==> src/rtl/incdec_pkg.sv <==
// Shared types for the increment/decrement unit.
// Assumes the target code is taken straight from opcode bits 5:3.
package incdec_pkg;
    typedef enum logic [2:0] {
        TGT_B   = 3'd0,
        TGT_C   = 3'd1,
        TGT_D   = 3'd2,
        TGT_E   = 3'd3,
        TGT_H   = 3'd4,
        TGT_L   = 3'd5,
        TGT_MEM = 3'd6,
        TGT_A   = 3'd7
    } target_e;

    typedef struct packed {
        logic z;
        logic n;
        logic h;
        logic c;
    } flags_t;
endpackage

==> src/rtl/incdec_decode.sv <==
// Opcode decoder: tells whether a byte is one of the sixteen supported
// encodings, which way it counts and which slot it targets.
// Purely combinational; assumes an 8-bit opcode.
module incdec_decode
    import incdec_pkg::*;
(
    input  logic [7:0] op,
    output logic       legal,
    output logic       is_dec,
    output target_e    target
);
    // Field extraction and legality test
    always_comb begin
        legal  = (op[7:6] == 2'b00) && (op[2:1] == 2'b10);
        is_dec = op[0];
        target = target_e'(op[5:3]);
    end
endmodule

==> src/rtl/incdec_alu.sv <==
// Add-one / subtract-one datapath with zero and nibble-carry detection.
// Combinational; assumes WIDTH is at least NIB + 1.
module incdec_alu #(
    parameter int WIDTH = 8,
    parameter int NIB   = 4
) (
    input  logic [WIDTH-1:0] operand,
    input  logic             is_dec,
    output logic [WIDTH-1:0] result,
    output logic             zero,
    output logic             half
);
    localparam logic [NIB-1:0] NIB_ONES = '1;

    // Result and flag derivation
    always_comb begin
        if (is_dec) begin
            result = operand - WIDTH'(1);
            half   = (operand[NIB-1:0] == '0);
        end else begin
            result = operand + WIDTH'(1);
            half   = (operand[NIB-1:0] == NIB_ONES);
        end
        zero = (result == '0);
    end
endmodule

==> src/rtl/incdec_regfile.sv <==
// Register file indexed by target code, one write port and one read port.
// Slot HOLE is the memory-indirect slot and holds no storage; it reads zero.
module incdec_regfile #(
    parameter int WIDTH = 8,
    parameter int SLOTS = 8,
    parameter int HOLE  = 6,
    localparam int AW   = $clog2(SLOTS)
) (
    input  logic                   clk,
    input  logic                   rst_n,
    input  logic                   we,
    input  logic [AW-1:0]          waddr,
    input  logic [WIDTH-1:0]       wdata,
    input  logic [AW-1:0]          raddr,
    output logic [WIDTH-1:0]       rdata,
    output logic [SLOTS*WIDTH-1:0] view
);
    logic [WIDTH-1:0] slot_q [SLOTS];

    for (genvar k = 0; k < SLOTS; k++) begin : g_slot
        if (k == HOLE) begin : g_hole
            assign slot_q[k] = '0;
        end else begin : g_reg
            logic [WIDTH-1:0] val_q;
            // Holds one register; cleared by reset, loaded on a matching write
            always_ff @(posedge clk) begin
                if (!rst_n)
                    val_q <= '0;
                else if (we && (waddr == AW'(k)))
                    val_q <= wdata;
            end
            assign slot_q[k] = val_q;
        end
        assign view[k*WIDTH +: WIDTH] = slot_q[k];
    end

    assign rdata = slot_q[raddr];
endmodule

==> src/rtl/incdec_unit.sv <==
// Top of the increment/decrement execution unit. Accepts one instruction
// when idle, steps a cycle counter through either the short register
// sequence or the longer read-modify-write sequence, and pulses done at
// the end. Assumes a synchronous memory whose read data follows the
// address by one cycle; mem_addr is driven from H:L at all times.
module incdec_unit
    import incdec_pkg::*;
#(
    parameter int WIDTH      = 8,
    parameter int REG_CYCLES = 4,
    parameter int MEM_CYCLES = 12
) (
    input  logic               clk,
    input  logic               rst_n,
    input  logic               start,
    input  logic [7:0]         opcode,
    output logic [2*WIDTH-1:0] mem_addr,
    input  logic [WIDTH-1:0]   mem_rdata,
    output logic [WIDTH-1:0]   mem_wdata,
    output logic               mem_we,
    output logic               done,
    output logic               illegal,
    output logic [8*WIDTH-1:0] reg_view,
    output logic [3:0]         flags
);
    localparam int CNT_W = $clog2(MEM_CYCLES + 1);
    localparam logic [CNT_W-1:0] REG_LAST = CNT_W'(REG_CYCLES);
    localparam logic [CNT_W-1:0] MEM_LAST = CNT_W'(MEM_CYCLES);
    localparam logic [CNT_W-1:0] REG_STEP = CNT_W'(REG_CYCLES - 1);
    localparam logic [CNT_W-1:0] RD_STEP  = CNT_W'(MEM_CYCLES / 3);
    localparam logic [CNT_W-1:0] MOD_STEP = CNT_W'((2 * MEM_CYCLES) / 3);
    localparam logic [CNT_W-1:0] WR_STEP  = CNT_W'(MEM_CYCLES - 2);

    logic             dec_legal, dec_is_dec;
    target_e          dec_tgt;
    logic             busy_q, dec_q, ill_q;
    logic [CNT_W-1:0] cnt_q;
    target_e          tgt_q;
    logic [WIDTH-1:0] mdata_q, operand, alu_res, rf_rdata;
    logic             alu_z, alu_h, is_mem, rf_we, upd_flags;
    flags_t           flags_q;

    incdec_decode u_decode (
        .op     (opcode),
        .legal  (dec_legal),
        .is_dec (dec_is_dec),
        .target (dec_tgt)
    );

    incdec_regfile #(.WIDTH(WIDTH), .SLOTS(8), .HOLE(int'(TGT_MEM))) u_rf (
        .clk   (clk),
        .rst_n (rst_n),
        .we    (rf_we),
        .waddr (tgt_q),
        .wdata (alu_res),
        .raddr (tgt_q),
        .rdata (rf_rdata),
        .view  (reg_view)
    );

    incdec_alu #(.WIDTH(WIDTH), .NIB(WIDTH / 2)) u_alu (
        .operand (operand),
        .is_dec  (dec_q),
        .result  (alu_res),
        .zero    (alu_z),
        .half    (alu_h)
    );

    // Step decode: which cycle writes the register, the flags, the memory
    always_comb begin
        is_mem    = (tgt_q == TGT_MEM);
        operand   = is_mem ? mdata_q : rf_rdata;
        done      = busy_q && (cnt_q == (is_mem ? MEM_LAST : REG_LAST));
        rf_we     = busy_q && !is_mem && (cnt_q == REG_STEP);
        upd_flags = busy_q && (is_mem ? (cnt_q == MOD_STEP) : (cnt_q == REG_STEP));
        mem_we    = busy_q && is_mem && (cnt_q == WR_STEP);
        mem_wdata = mdata_q;
        mem_addr  = {reg_view[int'(TGT_H)*WIDTH +: WIDTH],
                     reg_view[int'(TGT_L)*WIDTH +: WIDTH]};
        illegal   = ill_q;
        flags     = flags_q;
    end

    // Sequencer: accept, count, capture memory data, update flags, retire
    always_ff @(posedge clk) begin
        if (!rst_n) begin
            busy_q  <= 1'b0;
            cnt_q   <= '0;
            tgt_q   <= TGT_B;
            dec_q   <= 1'b0;
            ill_q   <= 1'b0;
            mdata_q <= '0;
            flags_q <= '0;
        end else begin
            ill_q <= start && !busy_q && !dec_legal;
            if (!busy_q) begin
                if (start && dec_legal) begin
                    busy_q <= 1'b1;
                    cnt_q  <= CNT_W'(1);
                    tgt_q  <= dec_tgt;
                    dec_q  <= dec_is_dec;
                end
            end else begin
                cnt_q <= cnt_q + 1'b1;
                if (is_mem && cnt_q == RD_STEP)
                    mdata_q <= mem_rdata;
                if (is_mem && cnt_q == MOD_STEP)
                    mdata_q <= alu_res;
                if (upd_flags) begin
                    flags_q.z <= alu_z;
                    flags_q.n <= dec_q;
                    flags_q.h <= alu_h;
                end
                if (done) begin
                    busy_q <= 1'b0;
                    cnt_q  <= '0;
                end
            end
        end
    end

    // completion is a single-cycle pulse
    a_r7_done_single: assert property (@(posedge clk) disable iff (!rst_n)
        done |=> !done);

    // memory writes only for the memory target and only one cycle long
    a_r8_we_mem_only: assert property (@(posedge clk) disable iff (!rst_n)
        mem_we |-> (busy_q && is_mem && !done));
    a_r8_we_single: assert property (@(posedge clk) disable iff (!rst_n)
        mem_we |=> !mem_we);

    // a refused opcode never starts an instruction
    a_r9_illegal_idle: assert property (@(posedge clk) disable iff (!rst_n)
        illegal |-> (!busy_q && !done));

    // subtract flag matches the operation at retirement
    a_r4_n_at_done: assert property (@(posedge clk) disable iff (!rst_n)
        done |-> (flags_q.n == dec_q));

    // zero flag agrees with the register that was written
    a_r3_z_matches_reg: assert property (@(posedge clk) disable iff (!rst_n)
        (done && !is_mem) |-> (flags_q.z == (rf_rdata == '0)));

    // an instruction in flight runs on without restart
    a_r10_no_restart: assert property (@(posedge clk) disable iff (!rst_n)
        (busy_q && !done) |=> (busy_q && cnt_q == $past(cnt_q) + 1'b1));
endmodule

==> config.mk <==
export PLATFORM = sky130hd
export DESIGN_NAME = incdec_unit
export DESIGN_NICKNAME = d
export VERILOG_FILES = /design/src/rtl/incdec_pkg.sv /design/src/rtl/incdec_decode.sv /design/src/rtl/incdec_alu.sv /design/src/rtl/incdec_regfile.sv /design/src/rtl/incdec_unit.sv
export SDC_FILE = /design/constraint.sdc
export NUM_CORES = 1
export LEC_CHECK = 0
export ABC_AREA = 1
export BUFFER_PORTS_ARGS = -buffer_cell sky130_fd_sc_hd__clkbuf_2
export CORE_MARGIN = 4
export CORE_UTILIZATION = 50
export CTS_CLUSTER_DIAMETER = 60
export DETAILED_ROUTE_END_ITERATION = 12
export PLACE_DENSITY = 0.77
export SYNTH_ARGS = -nofsm -noshare
export SYNTH_HDL_FRONTEND = slang
export SYNTH_SLANG_ARGS = --single-unit
==> constraint.sdc <==
create_clock -name clk -period 3.35 [get_ports clk]
set_input_delay 0.67 -clock clk [delete_from_list [all_inputs] [get_ports clk]]
set_output_delay 0.67 -clock clk [all_outputs]
set_load 0.02 [all_outputs]
; Yosys cells after proc, flatten, opt, wreduce, memory -nomap -nowiden
; Cells that the tools add are included.
[word_totals]
register_bits = 77
output_inout_bits = 95
[classes]
n_addsub = 3
order_cmp = 1
eq_ne = 14
muxes = 16
n_bitwise = 2
n_reduce_logical = 31
[ops]
columns = cell, count
row1 = $mux W8, 6
row2 = $bmux W8 S3, 1
row3 = $logic_and A1 B1 Y1, 19
row4 = $mux W4, 4
row5 = $eq A3 B3 Y1 const B, 4
row6 = $eq A4 B4 Y1 const B, 3
row7 = $add A8 B1 Y8 const B, 1
row8 = $logic_not A8 Y1, 1
row9 = $sub A8 B1 Y8 const B, 1
row10 = $eq A3 B2 Y1 const B, 2
row11 = $reduce_and A2 Y1, 3
row12 = $mux W1, 5
row13 = $add A4 B1 Y4 const B, 1
row14 = $eq A4 B2 Y1 const B, 1
row15 = $eq A4 B3 Y1 const B, 1
row16 = $eq A4 B4 Y1, 1
row17 = $ge A4 B4 Y1 const B, 1
row18 = $logic_not A4 Y1, 1
row19 = $not A3 Y4, 1
row20 = $reduce_bool A2 Y1, 2
row21 = $eq A3 B1 Y1 const B, 1
row22 = $logic_not A1 Y1, 3
row23 = $logic_not A3 Y1, 1
row24 = $eq A2 B2 Y1 const B, 1
row25 = 2 further kinds, 2

; Longest topological paths before layout
[depth]
ltp_word = 8
mapped_depth = 21

; Cells and area by module
; From an unflattened synthesis, not the netlist that was laid out.
[unflattened]
hier_cells = 769
area_unflattened_um2 = 4735.8
[by_module_without_submodules]
columns = module, instances, cells_each, area_per_inst_um2, seq_area_each_um2
row1 = incdec_regfile, 1, 472, 2864.0, 1121.1
row2 = incdec_unit, 1, 203, 1357.6, 420.4
row3 = incdec_alu, 1, 84, 461.7, 0.0
row4 = incdec_decode, 1, 10, 52.6, 0.0

; Worst setup path after synthesis
; OpenSTA, ideal clock, no wires.
[synth_timing]
path_kind = register -> register
start = register tgt_q[1]
end = register flags_q, in the netlist flags[3]
setup_ns = 0.128
arrival_time_ns = 2.593
slack_ns = 0.629
path_stages_with_launch = 20
path_buffers = 2
synth_period_minus_slack_ns = 2.721
path_cell_list = dfxtp_1 buf_6 inv_6 nor2_4 nand2_4 inv_2 nand2_1 nand3_2 buf_2 inv_1 fa_1 inv_1 nand4_1 o211ai_1 xor2_1 nor2_1 nand3_1 nor2_1 nor2_1 nor2_1
[synth_via]
elab_chain_len = 8
elab_cells_between_ends = 13
cone_classes = add/sub: 2 / eq/ne: 1 / mux: 6 / bitwise: 1 / reduce/logical: 3
[synth_lines]
columns = item, line_no
row1 = start: declaration, incdec_unit.sv:38  ; target_e tgt_q;
row2 = start signal: assignment, incdec_unit.sv:100  ; tgt_q <= dec_tgt;
row3 = $not A3 Y4 (implied by the code), incdec_regfile.sv:37  ; assign rdata = slot_q[raddr];
row4 = $bmux W8 S3, incdec_regfile.sv:37
row5 = $mux W8 (implied by the code) (2 in series), incdec_regfile.sv:37
row6 = $mux W8 (*), incdec_unit.sv:72  ; operand = is_mem ? mdata_q : rf_rdata;
row7 = $add A8 B1 Y8 / $sub A8 B1 Y8 (equally long branches), "incdec_alu.sv:21, incdec_alu.sv:18"
row8 = $mux W8 (*), incdec_alu.sv:17  ; if (is_dec) begin
row9 = named net alu_res[0], incdec_unit.sv:39  ; logic [WIDTH-1:0] mdata_q, operand, alu_res, rf_rdata;
row10 = $logic_not A8 Y1 (*), incdec_alu.sv:24  ; zero = (result == '0);
row11 = end: declaration, incdec_unit.sv:41  ; flags_t flags_q;
; Mark *: on every way through the listed nets, which the timed path passes. The rest lies on a longest branch. The select of a mux whose other input is x is not followed.
; A chain may end at the register's enable or synchronous reset.

; Worst setup path after layout
; Same ends and word-level chain as after synthesis.

==> flow_summary.ini <==
[route]
wl_mm = 11.5
ant_nets = 0
wl_per_cell_um = 14.6
post-route-drc-count = 0
viasPerCell = 5.28
vias = 4153
firstDrtPassIters = 5
drt_iter0_markers = 260

[status]
status = finished clean

[yosys]
synth_top_area_cell = dfxtp_1
netlist_top_cells_count = nand2_1, inv_1, dfxtp_1
synthesis.area_um2 = 4140
yosysWarnings = 0
synth_ff_type = dfxtp_1
synth-seq-area-share = 0.372
synthCells = 593
yosysMostFrequentCell = nand2_1
synthArstFlopShare = 0
yosys.cell_types.count = 43
netlist.area_leader.share = 0.372
ys_ff_latch = 77
yosys-top-cells-area = dfxtp_1, nand2_1, o21ai_0, inv_1, a21oi_1
synth_edf_count = 0
synth.avg_cell_area_um2 = 6.98

[placement]
gp_congestion = 0.920
portBuffers = 104
place_hpwl_mm = 8.77
place_inst = 770

[clock_network]
cts_hold_buf = 0
max-clock-path-buffers = 2
cts_tree = done
numCtsBuffers = 9
cts_sinks = 77
cts_root_buffer = clkbuf_8
cts_htree_levels = 3
clkLatencyLatePin_ns = 0.36
clk_transition_reported_paths_ns = 0.08

[layout]
final.fill_count = 751
nets = 709
diodes = 0
stdcell_count = 786
synthToLayoutAreaGrowth_pct = 15.7
drive_gt1_frac = 0.218

[worst_setup_path]
crit_path_start_kind = flip-flop
crit_fanout = 13
crit_arrival_ns = 3.37
crit_type = reg -> reg
worstPathRequired_ns = 3.64
end_kind = flip-flop

[grt]
antenna_found_initial = 0
grt_pass1_wl_mm = 18.9
track_usage = 0.237
grt_pass1_vias = 3931
overflow = 0
grt_max_degree = 40

[pwr]
p_per_area_nw_per_um2 = 357
p_leak_nw = 2.51
power_mw = 1.71
peakVddDrop_mv = 0.172

[sta]
rsz0062_at_grt = false
slew_headroom = 0.535
period_needed_ns = 3.07
slew_viol_final = 0
hold_viol = 0
final.setup_skew_ns = 0.0109
setup_viol = 0
fin_tns_setup_ns = 0
max_freq_ghz = 0.325
period_share = 0.917
worstMarginPinSlew_ns = 0.697

[floorplan]
io_pins = 114
die-width_um = 99.0
rows = 32
coreArea_um2 = 7890
die_height_um = 99.0
fp.dieArea_um2 = 9800
start_util = 0.525

[worst_hold_path]
min_path_type = reg -> reg

[run]
maxCapViolCount = 0
## stage by stage
| step | hold slack [ns] | worst slack [ns] | util | instance area [um^2] |
|---|---|---|---|---|
| after floorplan | 0.475 | 0.629 | - | 4170 |
| after global placement | 0.475 | 0.156 | 0.581 | 4580 |
| after detailed placement | 0.475 | 0.170 | 0.581 | 4580 |
| after CTS | 0.487 | 0.155 | 0.606 | 4780 |
| after global routing | 0.512 | 0.0156 | 0.607 | 4790 |
| final | 0.485 | 0.277 | 0.607 | 4790 |
## final timing paths
| check | startpoint | endpoint | slack (ns) | cells after the start |
|---|---|---|---|---|
| setup / recovery | tgt_q[1] | flags[3] | 0.28 | 18 |
| hold / removal | mem_wdata[5] | mem_wdata[5] | 0.49 | 2 |
| hold reg to reg | mem_wdata[5] | mem_wdata[5] | 0.49 | 2 |
| setup reg to reg | tgt_q[1] | flags[3] | 0.28 | 18 |
## state kept, by name, indices dropped and copies added, names as in the netlist
register and flops:
dec_q 1, illegal 1, cnt_q 4, busy_q 1, flags 3, mem_wdata 8
u_rf.g_slot.g_reg.val_q 56, tgt_q 3
## layout make-up
class,count,area (um^2),share of cell area
Clock buffer,11,141,0.0295
Inverter,104,400,0.0836
Clock inverter,5,60.1,0.0125
Timing Repair Buffer,107,543,0.113
Tap cell,102,128,0.0266
Multi-Input combinational cell,380,1970,0.412
Sequential cell,77,1550,0.323
## critical path: stages, from the launching register on
cell,delay (ns)
dfxtp_2,0.46
inv_6,0.07
nor2_4,0.18
nand2_4,0.12
inv_2,0.16
nand2_1,0.11
nand3_2,0.25
inv_1,0.13
fa_1,0.44
inv_1,0.10
nand3_1,0.10
nand3_1,0.09
and2_1,0.21
nand4_1,0.14
nor2_1,0.12
nand3_1,0.10
nor2_1,0.11
nor2_1,0.04
nor2_1,0.07
## routing by layer
layer,track usage,vias to the layer above,routed length (um)
li1,-,2065,-
met1,0.320,1883,5110
met2,0.380,180,5180
met3,0.0382,25,956
met4,0.0872,0,253
met5,0,-,0
## cell usage in the layout (no fill, tap or decap), drive strengths merged, types with 3 or more instances in the layout
| cell type | instances |
|---|---|
| nand4 | 6 |
| clkbuf | 115 |
| dfxtp | 77 |
| nand3 | 27 |
| clkinv | 4 |
| o221ai | 3 |
| o211ai | 5 |
| inv | 103 |
| ha | 10 |
| a21oi | 66 |
| o22ai | 8 |
| nor2 | 53 |
| a22oi | 3 |
| nand2 | 101 |
| buf | 3 |
| conb | 9 |
| o21ai | 73 |
## cells by family (layout without fill, tap and decap cells)
group                      Yosys count  in the layout  share of synthesized area
AOI/OAI and AO/OA                  165            165                      0.217
xor gates and xnor gates             3              3                    0.00635
adders and majority gates           11             11                     0.0350
buffers and inverters              144            227                      0.160
DFF                                 77             77                      0.372
other                                1              9                   0.000905
and+or+nand+nor                    192            192                      0.209
## repair_timing
item | in CTS | in global routing
resized for setup | 0 | 4
buffers inserted | 0 | 0
endpoints found under the setup margin | 0 | 24
## power breakdown
group | leakage [nW] | internal (mW) | switching, mW
Clock | 0.0995 | 0.366 | 0.357
Sequential | 0.622 | 0.917 | 0.00514
Combinational | 1.79 | 0.0180 | 0.0486
Total | 2.51 | 1.30 | 0.410
(Power assumes the default switching activity.)
